--- src/rtl/hdrPkg.sv ---
package hdrPkg;
  typedef struct packed {
    logic first;    // octet 0 accepted
    logic hdr;      // octets 0..3 accepted
    logic hecSlot;  // octet 4 accepted
    logic payload;  // octets 5..52 accepted
    logic last;     // octet 52 accepted
    logic hecIns;   // insert check byte for this cell's class
    logic coset;
    logic scramble;
    logic gfcIns;
  } strobeT;
endpackage

--- src/rtl/cellCtrl.sv ---
module cellCtrl
  import hdrPkg::*;
#(
  parameter int CELL_LEN = 53,
  parameter int HDR_LEN  = 5,
  parameter logic [7:0] PAT_A = 8'h55
) (
  input  logic       clk,
  input  logic       rstN,
  input  logic       inValid,
  input  logic       inSoc,
  input  logic       inIdle,
  input  logic [7:0] inData,
  input  logic       regWrEn,
  input  logic [7:0] regWrData,
  input  logic       regRdEn,
  output logic [7:0] regRdData,
  output logic       irq,
  output strobeT     strobe
);
  localparam int CW = $clog2(CELL_LEN + 1);
  localparam logic [CW-1:0] LAST = CW'(CELL_LEN - 1);
  localparam logic [CW-1:0] HEC  = CW'(HDR_LEN - 1);

  logic [7:1] ctrlBits;
  logic status, cellIdle, altPhase, curIdle, errSet;
  logic [CW-1:0] cnt, idx;
  logic [7:0] expPat;

  assign idx     = inSoc ? '0 : cnt;
  assign curIdle = inSoc ? inIdle : cellIdle;
  assign expPat  = (ctrlBits[4] || !altPhase) ? PAT_A : ~PAT_A;

  always_comb begin
    strobe.first    = inValid && idx == '0;
    strobe.hdr      = inValid && idx < HEC;
    strobe.hecSlot  = inValid && idx == HEC;
    strobe.payload  = inValid && idx > HEC && idx <= LAST;
    strobe.last     = inValid && idx == LAST;
    strobe.hecIns   = curIdle ? ctrlBits[1] : ctrlBits[5];
    strobe.coset    = ctrlBits[6];
    strobe.scramble = ctrlBits[7];
    strobe.gfcIns   = ctrlBits[3];
  end

  assign errSet    = strobe.hecSlot && !curIdle && inData != expPat;
  assign regRdData = {ctrlBits, status};
  assign irq       = ctrlBits[2] & status;

  always_ff @(posedge clk) begin
    if (!rstN) begin
      ctrlBits <= 7'b1111001;
      status   <= 1'b0;
      cnt      <= CW'(CELL_LEN);
      cellIdle <= 1'b0;
      altPhase <= 1'b0;
    end else begin
      if (regWrEn) ctrlBits <= regWrData[7:1];
      if (errSet) status <= 1'b1;
      else if (regRdEn) status <= 1'b0;
      if (inValid) begin
        cellIdle <= curIdle;
        if (idx <= LAST) cnt <= idx + 1'b1;
        if (strobe.hecSlot && !curIdle) altPhase <= ~altPhase;
      end
    end
  end
endmodule

--- src/rtl/cellPath.sv ---
module cellPath
  import hdrPkg::*;
#(
  parameter int SCR_LEN = 43,
  parameter int GFC_W = 4,
  parameter logic [7:0] COSET = 8'h55,
  parameter logic [7:0] POLY = 8'h07
) (
  input  logic       clk,
  input  logic       rstN,
  input  strobeT     strobe,
  input  logic       inValid,
  input  logic       inSoc,
  input  logic [7:0] inData,
  input  logic       gfcIn,
  output logic       outValid,
  output logic       outSoc,
  output logic [7:0] outData
);
  logic [GFC_W-1:0] gfcShift, gfcHold;
  logic [7:0] crcReg, byte0, crcNext, outByte;
  logic [SCR_LEN-1:0] scrState;
  logic [SCR_LEN+7:0] scrRes;

  function automatic logic [7:0] crcStep(logic [7:0] c, logic [7:0] d);
    logic [7:0] r = c ^ d;
    for (int b = 0; b < 8; b++) r = r[7] ? ((r << 1) ^ POLY) : (r << 1);
    return r;
  endfunction

  function automatic logic [SCR_LEN+7:0] scrStep(logic [SCR_LEN-1:0] st, logic [7:0] d);
    logic [7:0] o;
    for (int b = 7; b >= 0; b--) begin
      o[b] = d[b] ^ st[SCR_LEN-1];
      st = {st[SCR_LEN-2:0], o[b]};
    end
    return {st, o};
  endfunction

  assign byte0   = (strobe.first && strobe.gfcIns) ? {gfcHold, inData[7-GFC_W:0]} : inData;
  assign crcNext = crcStep(strobe.first ? 8'h00 : crcReg, byte0);
  assign scrRes  = scrStep(scrState, inData);

  always_comb begin
    outByte = byte0;
    if (strobe.hecSlot && strobe.hecIns) outByte = crcReg ^ (strobe.coset ? COSET : 8'h00);
    else if (strobe.payload && strobe.scramble) outByte = scrRes[7:0];
  end

  always_ff @(posedge clk) begin
    if (!rstN) begin
      gfcShift <= '0;
      gfcHold  <= '0;
      crcReg   <= '0;
      scrState <= '0;
      outValid <= 1'b0;
      outSoc   <= 1'b0;
      outData  <= '0;
    end else begin
      if (strobe.hdr) begin
        crcReg   <= crcNext;
        gfcShift <= {gfcShift[GFC_W-2:0], gfcIn};
      end
      if (strobe.last) gfcHold <= gfcShift;
      if (strobe.payload && strobe.scramble) scrState <= scrRes[SCR_LEN+7:8];
      outValid <= inValid;
      outSoc   <= inValid && inSoc;
      if (inValid) outData <= outByte;
    end
  end
endmodule

--- src/rtl/txcell_hdr_proc.sv ---
module txcell_hdr_proc
  import hdrPkg::*;
#(
  parameter int CELL_LEN = 53,
  parameter int HDR_LEN = 5,
  parameter int SCR_LEN = 43
) (
  input  logic       clk,
  input  logic       rstN,
  input  logic       inValid,
  input  logic       inSoc,
  input  logic       inIdle,
  input  logic [7:0] inData,
  input  logic       gfcIn,
  output logic       outValid,
  output logic       outSoc,
  output logic [7:0] outData,
  input  logic       regWrEn,
  input  logic [7:0] regWrData,
  input  logic       regRdEn,
  output logic [7:0] regRdData,
  output logic       irq
);
  strobeT strobe;

  cellCtrl #(.CELL_LEN(CELL_LEN), .HDR_LEN(HDR_LEN)) i_ctrl (
    .clk, .rstN, .inValid, .inSoc, .inIdle, .inData,
    .regWrEn, .regWrData, .regRdEn, .regRdData, .irq, .strobe
  );

  cellPath #(.SCR_LEN(SCR_LEN)) i_path (
    .clk, .rstN, .strobe, .inValid, .inSoc, .inData, .gfcIn,
    .outValid, .outSoc, .outData
  );
endmodule

--- config.mk ---
export PLATFORM = sky130hd
export DESIGN_NAME = txcell_hdr_proc
export DESIGN_NICKNAME = d
export VERILOG_FILES = /design/src/rtl/hdrPkg.sv /design/src/rtl/cellCtrl.sv /design/src/rtl/cellPath.sv /design/src/rtl/txcell_hdr_proc.sv
export SDC_FILE = /design/constraint.sdc
export NUM_CORES = 1
export LEC_CHECK = 0
export BUFFER_PORTS_ARGS = -buffer_cell sky130_fd_sc_hd__buf_2
export CAP_MARGIN = 20
export CORE_MARGIN = 8
export CORE_UTILIZATION = 30
export CTS_CLUSTER_SIZE = 20
export DETAILED_ROUTE_END_ITERATION = 8
export SETUP_SLACK_MARGIN = 0.02
export SYNTH_ARGS = -nofsm -noshare
export SYNTH_HDL_FRONTEND = slang
export SYNTH_HIERARCHICAL = 1
export SYNTH_SLANG_ARGS = --single-unit
--- constraint.sdc ---
create_clock -name clk -period 4.2 [get_ports clk]
set_input_delay 0.84 -clock clk [delete_from_list [all_inputs] [get_ports clk]]
set_output_delay 0.84 -clock clk [all_outputs]
set_load 0.005 [all_outputs]
## After elaboration in Yosys (flattened, before gate mapping)

Index checks and enable logic that the tools add are counted.

- Bits in registers: 85
- Bits in latches: 0
- RAM bits: 0
- Bits in read-only memories: 0
- Input bits: 24
- Output and inout bits: 19
- Memories kept: 0

- $add $sub $neg: 1
- $mul: 0
- Divide/modulo/power cells: 0
- Magnitude comparators: 3
- Equality and inequality tests: 3
- Shift-type cells: 0
- Muxes and demuxes: 19
- Bitwise gates (word level): 20
- Reduce and logical (&&, ||, !) cells: 19

Operators with widths:

| cell | count |
|---|---|
| 8-bit two-way mux | 5 |
| 3-bit two-way mux | 8 |
| 3-bit inverter | 8 |
| 8-bit XOR | 2 |
| 1-bit logical AND | 12 |
| 8-bit != test | 1 |
| 1-bit XOR | 8 |
| 7-bit two-way mux | 1 |
| 6-bit by 1-bit adder with 6-bit output (second input constant) | 1 |
| 6-bit by 3-bit equality test with 1-bit output (second input constant) | 1 |
| 6-bit equality test (second input constant) | 1 |
| 6-bit by 3-bit > comparator with 1-bit output (second input constant) | 1 |
| 6-bit <= comparator (second input constant) | 1 |
| 6-bit logical NOT | 1 |
| 6-bit by 3-bit less-than comparator with 1-bit output (second input constant) | 1 |
| 6-bit two-way mux | 1 |
| 1-bit two-way mux | 4 |
| 2-bit AND reduction | 2 |
| 1-bit logical NOT | 2 |
| 2-bit nonzero test | 1 |
| 1-bit bitwise AND | 1 |
| 1-bit logical OR | 1 |
| 1-bit inverter | 1 |

## Logic depth before layout (Yosys ltp)

Gate-level depths: netlist of run 1.

- Depth in word-level cells: 22
- Depth in mapped cells: 15
- Gate-level depth less buffers: 13

## By module

The synthesis of run 1 kept the hierarchy.

Modules (own cells, without submodules):

| module | times used | cells an instance | area an instance (um2) | sequential area each (um2) |
|---|---|---|---|---|
| cellPath | 1 | 368 | 3268.1 | 1381.3 |
| cellCtrl | 1 | 109 | 920.9 | 320.3 |

## Worst setup path before layout of run 1

OpenSTA, ideal clock, no wires.

- Kind: input-to-reg
- From: in inSoc
- To: reg i_path.scrState[3]
- Arrival: 3170 ps
- Data required time: 4084 ps
- Setup slack: 914 ps
- Stages on the path: 14
- Buffers on the path: 4
- Path through: clkbuf_1 nor2b_1 inv_1 ha_1 nor2b_1 o211ai_1 nand2_1 nor3_1 and2_1 clkbuf_1 buf_2 buf_1 nand2_1 o211a_1

RTL lines:

| element | line | text |
|---|---|---|
| from (decl) | txcell_hdr_proc.sv:11 | `input logic inSoc,` |
| to (signal assigned) | cellPath.sv:65 | `if (strobe.payload && strobe.scramble) scrState <= scrRes[SCR_LEN+7:8];` |
| to (decl) | cellPath.sv:22 | `logic [SCR_LEN-1:0] scrState;` |

==> run_results.csv, run 1 <==
group,metric,value,unit
outcome,status,"finished clean",
timing,period_share,0.801,
power_and_ir_drop,vdd_drop_max,0.000220,V
global_routing,grt_pass1_vias,3192,
timing,rsz0062_at_grt,"no",
route,viasPerCell,4.73,
timing,setup_ws,838,ps
synthesis,synthArstFlopShare,0,
synthesis,ys_types,49,
timing,hold_ws,445,ps
synthesis,synth-simple-area-share,0.216,
global_routing,grt_pass1_wl,15800,um
cts,cts_sinks,85,
final_layout,stdcell_count,685,
final_layout,final_cell_mix,"nand2_1 (108), dfxtp_1 (85), buf_2 (41), a21boi_1 (35), mux2i_1 (27)",
synthesis,yosys-mux-area-fraction,0.0845,
setup_path,crit_path_end_kind,"register",
timing,max_slew.worst_pin.slew,793,ps
final_layout,diodes,0,
synthesis,ys_seq_elements,85,
route,post_drt_wl_per_cell,13.7,um
final_layout,nFillCells,1431,
synthesis,synth_top_family_by_area,"simple AND/OR/NAND/NOR gates",
route,drtPass1Iterations,4,
cts,htree_levels,3,
timing,max_clock_freq,0.297,GHz
die,dieArea,18000,um2
final_layout,area_delta_synth_final,15.1,%
timing,clock_skew,5.61,ps
power_and_ir_drop,p_per_area,427,nW/um2
final_layout,fin_area,4820,um2
timing,fin_tns_setup,0,ps
timing,final_hold_viol_count,0,
synthesis,synthAdderAreaFrac,0.00597,
setup_path,setup.worst_path.start_class,"primary input",
cts,cts_tree,"yes",
placed_design,dpl.cell_count,669,
die,start_util,0.304,
cts,cts_buffer_depth,2,
setup_path,arrival,3600,ps
die,die_h,134,um
route,dr_total_vias,3243,
synthesis,syn-mean-instance-area,8.78,um2
global_routing,grt_use_total,0.108,
route,drc,0,
cts,clkTransAtPathRegs,70,ps
cts,clk_latency,340,ps
route,drt-total-wl,9360,um
synthesis,syn_inst,477,
worst_hold_path,worstHoldPathCells,2,
die,fp-row-count,43,
synthesis,synth_nets,503,
placed_design,io_buffers,41,
die,core,13800,um2
synthesis,synth_compound_area_frac,0.150,
flow_run,maxCapViolations,0,
placed_design,post-place-ws,523,ps
worst_hold_path,hp-class,"register to register",
synthesis,synthXorXnorAreaFrac,0.0866,
setup_path,r2r_cells,12,
placed_design,gp_congestion,0.796,
timing,slew_headroom,0.472,
cts,cts_setup_buffers,0,
setup_path,worstPathMaxFanout,24,
global_routing,grt_max_degree,51,
route,drt_iter0_markers,263,
cts,ctsResizeCount,0,
synthesis,synth_edf_count,0,
synthesis,ys_seq_area_frac,0.406,
final_layout,final_common_cell,"nand2_1",
placed_design,dpl.hpwl,6520,um
timing,slew_violations,0,
setup_path,critical_path_class,"primary input to register",
final_layout,fin_nets,526,
die,die_w,134,um
placed_design,placed_area,4490,um2
cts,hold_buffers,0,
cts,clock-root-buffer,"clkbuf_16",
synthesis,synth-main-ff-cell,"dfxtp_1",
timing,min_period,3360,ps
synthesis,syn_area,4190,um2
cts,cts-buffers-inserted,9,
synthesis,yosysWarnings,6,
route,postRouteAntennaNets,0,
global_routing,antenna_found_initial,0,
power_and_ir_drop,leakage,1.90,nW
global_routing,overflow,0,
final_layout,drive_gt1_frac,0.147,
die,pin_count,43,
timing,finalSetupViolCount,0,
setup_path,required,4430,ps
## power breakdown
group	leakage (nW)	switching, W	internal (W)
clock network	0.159	0.000344	0.000531
registers	0.692	0.0000339	0.000842
logic	1.05	0.000162	0.000145
total	1.90	0.000539	0.00152
## cells in the mapped netlist (2+ instances only)
cell | n | share of area
nand2b_1 | 7 | 0.010
mux2i_1 | 27 | 0.065
o21ai_1 | 8 | 0.0096
clkbuf_1 | 25 | 0.022
a21oi_1 | 8 | 0.0096
nor4bb_1 | 4 | 0.0096
nand2_1 | 108 | 0.097
buf_4 | 4 | 0.0072
o21ai_0 | 6 | 0.0072
nor4b_1 | 2 | 0.0042
o211ai_1 | 3 | 0.0054
dfxtp_1 | 85 | 0.41
xor2_1 | 15 | 0.031
inv_1 | 5 | 0.0045
and2_1 | 5 | 0.0075
buf_6 | 4 | 0.011
nor3_1 | 5 | 0.0060
mux2i_2 | 2 | 0.0066
a31oi_1 | 4 | 0.0060
mux2_1 | 2 | 0.0054
o211a_1 | 12 | 0.029
nor2b_1 | 22 | 0.033
xnor2_1 | 22 | 0.046
buf_2 | 2 | 0.0024
a311oi_1 | 2 | 0.0042
nand3b_1 | 2 | 0.0036
nand3_1 | 11 | 0.013
nor2_1 | 14 | 0.013
and3_1 | 6 | 0.0090
ha_1 | 2 | 0.0060
a21boi_1 | 35 | 0.063
## cell families after synthesis
logic type / Yosys count
adders and majority gates: 2
buffers and inverters: 42
AOI/OAI and AO/OA: 86
DFF: 85
and+or+nand+nor: 190
xor gates and xnor gates: 39
muxes: 33
## final cells by class
class	count	area (um2)	area share
multi-input combinational	350	2280	0.473
tap	180	225	0.0467
sequential	85	1700	0.353
timing repair buffer	49	265	0.0550
clock buffer	9	225	0.0467
clock inverter	7	105	0.0218
inverter	5	18.8	0.00389
## metal layers
metal	GRT usage	up-vias	routed length (um)
met5	0	-	0
met4	0.0449	0	140
met3	0.0288	10	390
met2	0.175	54	4350
met1	0.132	1526	4480
li1	-	1653	-
## worst paths after layout
kind                      start             endpoint  slack [ps]
max                       inSoc    i_path/outData[5]         840
min          i_path/scrState[6]  i_path/scrState[14]         440
max reg2reg       i_ctrl/cnt[0]    i_path/outData[5]        1210
min reg2reg  i_path/scrState[6]  i_path/scrState[14]         440
## metrics by stage
step	power [W]	util
final	0.00206	0.350
after global routing	0.00216	0.350
after CTS	0.00209	0.350
after detailed placement	0.00120	0.326
after global placement	0.00119	0.326
after floorplan	0.00113	-
## critical path: stages
cell and delay, ps:
buf_2 240, nand2b_1 170, ha_1 180, nor2b_1 70, o211ai_1 370, nand2_1 120, nor3_1 400, and2_2 540
nand2_1 180, a31oi_1 230, nand2_1 100, o211a_1 130
## registers in the layout, indices dropped and copies added (netlist names), 4 cells and up
name / cells
i_path/gfcHold: 4
i_path/crcReg: 8
i_ctrl/ctrlBits: 7
i_path/outData: 8
i_path/scrState: 43
i_ctrl/cnt: 6
i_path/gfcShift: 4
(Power assumes the default switching activity.)
==> run 2, diff against run 1 <==
==> constraint.sdc (replaced) <==
create_clock -name clk -period 2.7 [get_ports clk]
set_input_delay 0.54 -clock clk [delete_from_list [all_inputs] [get_ports clk]]
set_output_delay 0.54 -clock clk [all_outputs]
set_load 0.005 [all_outputs]
==> run 2 against run 1 <==
Cell count grew 2.0%. Sequential share of layout area shrank 0.87 points. Largest cell class unchanged. Die area is the same. Largest power group unchanged.
==> run_results.csv, run 2 (synthesized netlist as in run 1, its figures left out) <==
group,metric,value,unit
outcome,status,"finished clean",
cts,cts_buffer_depth,2,
route,met1_length,4590,um
timing,finalSetupViolCount,0,
placed_design,dpl.hpwl,6860,um
worst_hold_path,worstHoldPathCells,3,
setup_path,required,2940,ps
final_layout,final_cell_mix,"nand2_1 (108), dfxtp_1 (85), buf_2 (41), a21boi_1 (35), mux2i_1 (27)",
setup_path,cpLargestDelayFamily,"simple AND/OR/NAND/NOR gates",
global_routing,overflow,0,
die,dieArea,18000,um2
timing,hold_ws,414,ps
setup_path,arrival,2690,ps
die,die_h,134,um
timing,max_clock_freq,0.408,GHz
setup_path,r2r_cells,11,
final_layout,top_regs,"i_path/scrState x43, i_path/crcReg x8, i_path/outData x8",
final_layout,diodes,0,
setup_path,startpoint,"i_ctrl/cnt[5]",
die,die_w,134,um
cts,clkTransAtPathRegs,70,ps
setup_path,r2r_start,"i_ctrl/cnt[5]",
route,post_drt_wl_per_cell,13.6,um
final_layout,fin_nets,540,
cts,cts-buffers-inserted,9,
route,dr_wl_met2,4190,um
cts,htree_levels,3,
route,drtPass1Iterations,4,
placed_design,placed_area,4620,um2
setup_path,critPathSlowestCell,"or3_4",
die,fp-row-count,43,
setup_path,worstPathCellList,"or3_4 -> nor2_1 -> nor2_1 -> nor2_1 -> buf_12 -> mux2_1 -> o211ai_2 -> xor2_1 -> xnor2_1 -> nand2_1 -> o211a_1",
timing,period_share,0.908,
global_routing,grt_pass1_wl,16100,um
final_layout,nFillCells,1452,
final_layout,largest_register_ffs,43,
timing,clock_skew,9.17,ps
final_layout,drive_gt1_frac,0.171,
route,drt_iter0_markers,296,
global_routing,grt_max_degree,66,
placed_design,gp_congestion,0.807,
worst_hold_path,hp-class,"primary input to register",
die,start_util,0.304,
placed_design,io_buffers,41,
cts,clk_latency,340,ps
die,core,13800,um2
setup_path,crit_buf_inv,1,
power_and_ir_drop,vdd_drop_max,0.000250,V
setup_path,crit_path_end_kind,"register",
setup_path,r2r_slack,250,ps
setup_path,worstPathMaxFanout,19,
global_routing,grt_use_total,0.110,
worst_hold_path,min_to,"i_ctrl/ctrlBits[6]",
route,dr_total_vias,3266,
setup_path,setup.worst_path.start_class,"register",
route,drt-total-wl,9540,um
route,top_layer,"met5",
timing,rsz0062_at_grt,"no",
cts,cts_tree,"yes",
timing,max_slew.worst_pin.slew,482,ps
setup_path,crit_top_cell,"nor2_1",
timing,slew_headroom,0.678,
setup_path,max_stage_delay,430,ps
cts,clock-root-buffer,"clkbuf_16",
final_layout,fin_area,4940,um2
final_layout,regMostFlops,"i_path/scrState",
power_and_ir_drop,leakage,1.98,nW
final_layout,final_common_cell,"nand2_1",
die,pin_count,43,
flow_run,maxCapViolations,0,
timing,slew_violations,0,
power_and_ir_drop,total_power,0.00317,W
final_layout,area_delta_synth_final,18.0,%
global_routing,grt_pass1_vias,3254,
cts,hold_buffers,0,
global_routing,antenna_found_initial,1,
route,viasPerCell,4.67,
cts,cts_sinks,85,
timing,final_hold_viol_count,0,
power_and_ir_drop,p_per_area,642,nW/um2
route,postRouteAntennaNets,0,
setup_path,critical_path_class,"register to register",
timing,min_period,2450,ps
setup_path,worstReg2RegEnd,"i_path/crcReg[5]",
route,drc,0,
route,met3_length,549,um
worst_hold_path,hold_start,"regWrData[6]",
run 2: cell types whose count changed in the layout (fill, tap and decap cells not counted):
cell	before	now
buf_4	8	19
buf_12	0	2
buf_6	0	1
bufinv_16	2	1
clkbuf_8	0	1
clkinv_4	0	1
clkinvlp_4	1	0
nor2b_1	22	21
nor2b_2	0	1
run 2: worst max-delay path by stage:
stage / end / slack [ps] / cells after the start
after global routing: i_path/outData[4] / 20 / 13
final: i_path/crcReg[5] / 250 / 11
after CTS: i_path/outData[7] / 200 / 14
after detailed placement: i_path/outData[7] / -30 / 15
after global placement: i_path/outData[7] / 20 / 15
after floorplan: i_path/outData[7] / 30 / 15
run 2: report_power, final:
part | total [W] | switching, W | internal, W
combinational | 0.000504 | 0.000258 | 0.000246
sequential | 0.00136 | 0.0000524 | 0.00131
clock | 0.00131 | 0.000545 | 0.000760
total | 0.00317 | 0.000855 | 0.00232
run 2: final cells by class:
class / count / area, um2 / share of cell area
Tap cell: 180 / 225 / 0.0456
Clock buffer: 10 / 239 / 0.0484
Clock inverter: 6 / 76.3 / 0.0154
Inverter: 5 / 18.8 / 0.00380
Timing Repair Buffer: 63 / 399 / 0.0808
Multi-Input combinational cell: 350 / 2280 / 0.462
Sequential cell: 85 / 1700 / 0.344
run 2: worst min-delay path, stage by stage:
cell and delay, ps:
buf_2 80, mux2i_1 50, nand2_1 50
run 2: through the flow:
step / TNS (ps) / utilization / setup WS [ps] / instances
floorplan: 0 / - / 28.1 / 477
global placement: 0 / 0.335 / 17.5 / 683
detailed placement: -45.1 / 0.335 / -26.6 / 683
CTS: 0 / 0.358 / 198 / 699
global route: 0 / 0.359 / 18.7 / 699
finish: 0 / 0.359 / 247 / 699
run 2: what timing repair did:
| action | in CTS | in global routing |
|---|---|---|
| setup buffers | 0 | 0 |
| setup endpoints to repair | 0 | 4 |
| resized for setup | 0 | 2 |
run 2: metal layers:
layer / GRT usage / vias to the layer above
met4: 0.0512 / 2
met2: 0.171 / 61
met1: 0.141 / 1511
li1: - / 1677
met3: 0.0269 / 15
met5: 0 / -
==> run 3, diff against run 2 <==
--- a/config.mk
+++ b/config.mk
@@ -9,10 +9,10 @@
 export CAP_MARGIN = 20
 export CORE_MARGIN = 8
 export CORE_UTILIZATION = 30
+export CTS_BUF_LIST = sky130_fd_sc_hd__clkbuf_2
 export CTS_CLUSTER_SIZE = 20
 export DETAILED_ROUTE_END_ITERATION = 8
 export SETUP_SLACK_MARGIN = 0.02
 export SYNTH_ARGS = -nofsm -noshare
 export SYNTH_HDL_FRONTEND = slang
-export SYNTH_HIERARCHICAL = 1
 export SYNTH_SLANG_ARGS = --single-unit
==> run 3 against run 2 <==
Synthesized cell count increased by 5.7%. Setup slack worse by 75 ps. Sequential share of layout area rose by 0.97 points. Global-route usage is 0.68 points higher. Cell count grew 3.7%. Non-clock buffer count is 5 higher. Clock-buffer cell count shrank 1. Largest cell class unchanged.
==> run_results.csv, run 3 <==
group,metric,value,unit
outcome,status,"finished clean",
placed_design,io_buffers,41,
final_layout,fin_nets,565,
route,viasPerCell,4.95,
synthesis,synth_nets,530,
synthesis,yosys-top-cells-count,"nand2_1 (113), dfxtp_1 (85), a21boi_0 (44), clkbuf_1 (28), o21ai_0 (26)",
cts,clkTransAtPathRegs,240,ps
route,drc,0,
synthesis,syn_inst,504,
die,dieArea,18300,um2
worst_hold_path,hold_start,"regWrData[7]",
worst_hold_path,min_to,"i_ctrl.ctrlBits[7]",
synthesis,synth_top_area_cell,"dfxtp_1",
final_layout,largest_register_ffs,43,
timing,finalSetupViolCount,0,
synthesis,synth_top_area_share,0.398,
timing,final_hold_viol_count,0,
power_and_ir_drop,p_per_area,519,nW/um2
synthesis,syn_area,4270,um2
route,drt_iter0_markers,258,
power_and_ir_drop,total_power,0.00250,W
cts,cts_tree,"yes",
route,drtPass1Iterations,4,
die,start_util,0.308,
route,drt-total-wl,10300,um
setup_path,setup.worst_path.start_class,"register",
worst_hold_path,hp-class,"primary input to register",
synthesis,ys_seq_area_frac,0.398,
cts,htree_levels,3,
setup_path,r2r_start,"i_ctrl.cnt[4]",
cts,cts_buffer_depth,2,
global_routing,grt_pass1_vias,3431,
synthesis,ys_types,62,
timing,slew_headroom,0.633,
setup_path,crit_path_end_kind,"register",
setup_path,required,3230,ps
setup_path,worstReg2RegEnd,"i_path.crcReg[3]",
die,pin_count,43,
cts,clk_latency,560,ps
placed_design,gp_congestion,0.836,
cts,cts_sinks,85,
setup_path,worstPathMaxFanout,10,
synthesis,synth.area.top_cells,"dfxtp_1 (40%), nand2_1 (9.9%), a21boi_0 (7.7%)",
synthesis,synthArstFlopShare,0,
route,dr_total_vias,3592,
final_layout,area_delta_synth_final,12.5,%
worst_hold_path,worstHoldPathCells,3,
route,post_drt_wl_per_cell,14.3,um
route,postRouteAntennaNets,0,
setup_path,max_stage_delay,560,ps
cts,cts_setup_buffers,0,
timing,max_clock_freq,0.396,GHz
power_and_ir_drop,vdd_drop_max,0.000264,V
timing,slew_violations,0,
final_layout,stdcell_count,725,
synthesis,syn-mean-instance-area,8.47,um2
timing,clock_skew,27.8,ps
global_routing,grt_max_degree,60,
die,die_w,135,um
final_layout,final_common_cell,"nand2_1",
final_layout,top_regs,"i_path.scrState x43, i_path.crcReg x8, i_path.outData x8",
cts,cts-buffers-inserted,9,
placed_design,dpl.cell_count,708,
cts,hold_buffers,0,
synthesis,ys_seq_elements,85,
synthesis,synth.most_common_cell,"nand2_1",
final_layout,final_cell_mix,"nand2_1 (113), dfxtp_1 (85), a21boi_0 (44), buf_2 (41)",
cts,ctsResizeCount,0,
synthesis,synth_edf_count,0,
die,fp-row-count,43,
global_routing,grt_pass1_wl,17200,um
flow_run,maxCapViolations,0,
final_layout,nFillCells,1443,
setup_path,r2r_cells,7,
final_layout,regMostFlops,"i_path.scrState",
timing,fin_tns_setup,0,ps
setup_path,r2r_slack,170,ps
setup_path,arrival,3060,ps
synthesis,yosysWarnings,0,
power_and_ir_drop,leakage,1.84,nW
setup_path,critPathSlowestCell,"or4_4",
placed_design,dpl.hpwl,7560,um
setup_path,critical_path_class,"register to register",
timing,min_period,2530,ps
timing,period_share,0.936,
final_layout,utilization,0.346,
global_routing,antenna_found_initial,2,
die,core,13900,um2
die,die_h,135,um
setup_path,worstPathCellList,"or4_4 -> a21o_1 -> buf_4 -> a21boi_0 -> o211ai_1 -> a211oi_1 -> nand3b_1",
global_routing,grt_use_total,0.117,
global_routing,overflow,0,
timing,max_slew.worst_pin.slew,550,ps
timing,rsz0062_at_grt,"no",
final_layout,drive_gt1_frac,0.186,
cts,clock-root-buffer,"clkbuf_2",
synthesis,synth-main-ff-cell,"dfxtp_1",
-- run 3: kinds of logic (layout without fill, tap and decap cells) --
group	count (synthesis)	count (layout)	share of synthesized area
compound gates	126	126	0.208
xor+xnor	29	29	0.0630
fa+ha+maj	2	2	0.00586
buf+inv	53	93	0.0618
flops	85	85	0.398
mux	20	20	0.0510
other cells	0	1	0
simple gates	189	189	0.212
-- run 3: how the worst max path moves through the flow --
stage                        from  slack (ps)  cells after the start                to
CTS                 i_ctrl.cnt[4]         170                      7  i_path.crcReg[3]
detailed placement          inSoc          20                     11  i_path.crcReg[3]
floorplan                   inSoc          80                     12  i_path.crcReg[7]
global placement            inSoc         100                     11  i_path.crcReg[7]
finish              i_ctrl.cnt[4]         170                      7  i_path.crcReg[3]
global route        i_ctrl.cnt[4]          60                      7  i_path.crcReg[3]
-- run 3: report_power, final --
part | switching, W | internal (W) | total, W
sequential | 0.0000471 | 0.00131 | 0.00135
clock | 0.000460 | 0.000217 | 0.000677
combinational | 0.000245 | 0.000218 | 0.000463
total | 0.000752 | 0.00174 | 0.00250
-- run 3: worst max-delay path, delay by kind of cell, from the launching register on --
kind | cells | cell delay, ps
AO/OA/AOI/OAI | 4 | 1160
AND/OR/NAND/NOR | 2 | 700
flip-flops | 1 | 460
buffers and inverters | 1 | 190
-- run 3: per-stage QoR --
step                      instance area, um2  hold slack (ps)  setup WS (ps)
final                                   4810              177            172
after global routing                    4810              157           62.4
after CTS                               4800              140            166
after detailed placement                4690              455           15.8
after global placement                  4690              445            104
after floorplan                         4270              441           75.1
-- run 3: final cells by class --
class,count,area (um2),area share
repair buffers,68,420,0.0875
flip-flops and latches,85,1700,0.354
diodes,1,2.50,0.000521
inverters,9,33.8,0.00703
well taps,180,225,0.0469
clock inverters,7,72.6,0.0151
multi-input cells,366,2300,0.480
clock buffers,9,45.0,0.00937
-- run 3: metal layers --
layer,up-vias,track usage,wire length (um)
li1,1807,-,-
met1,1683,0.150,4860
met2,87,0.183,4700
met3,13,0.0282,556
met4,2,0.0500,204
met5,-,0,13
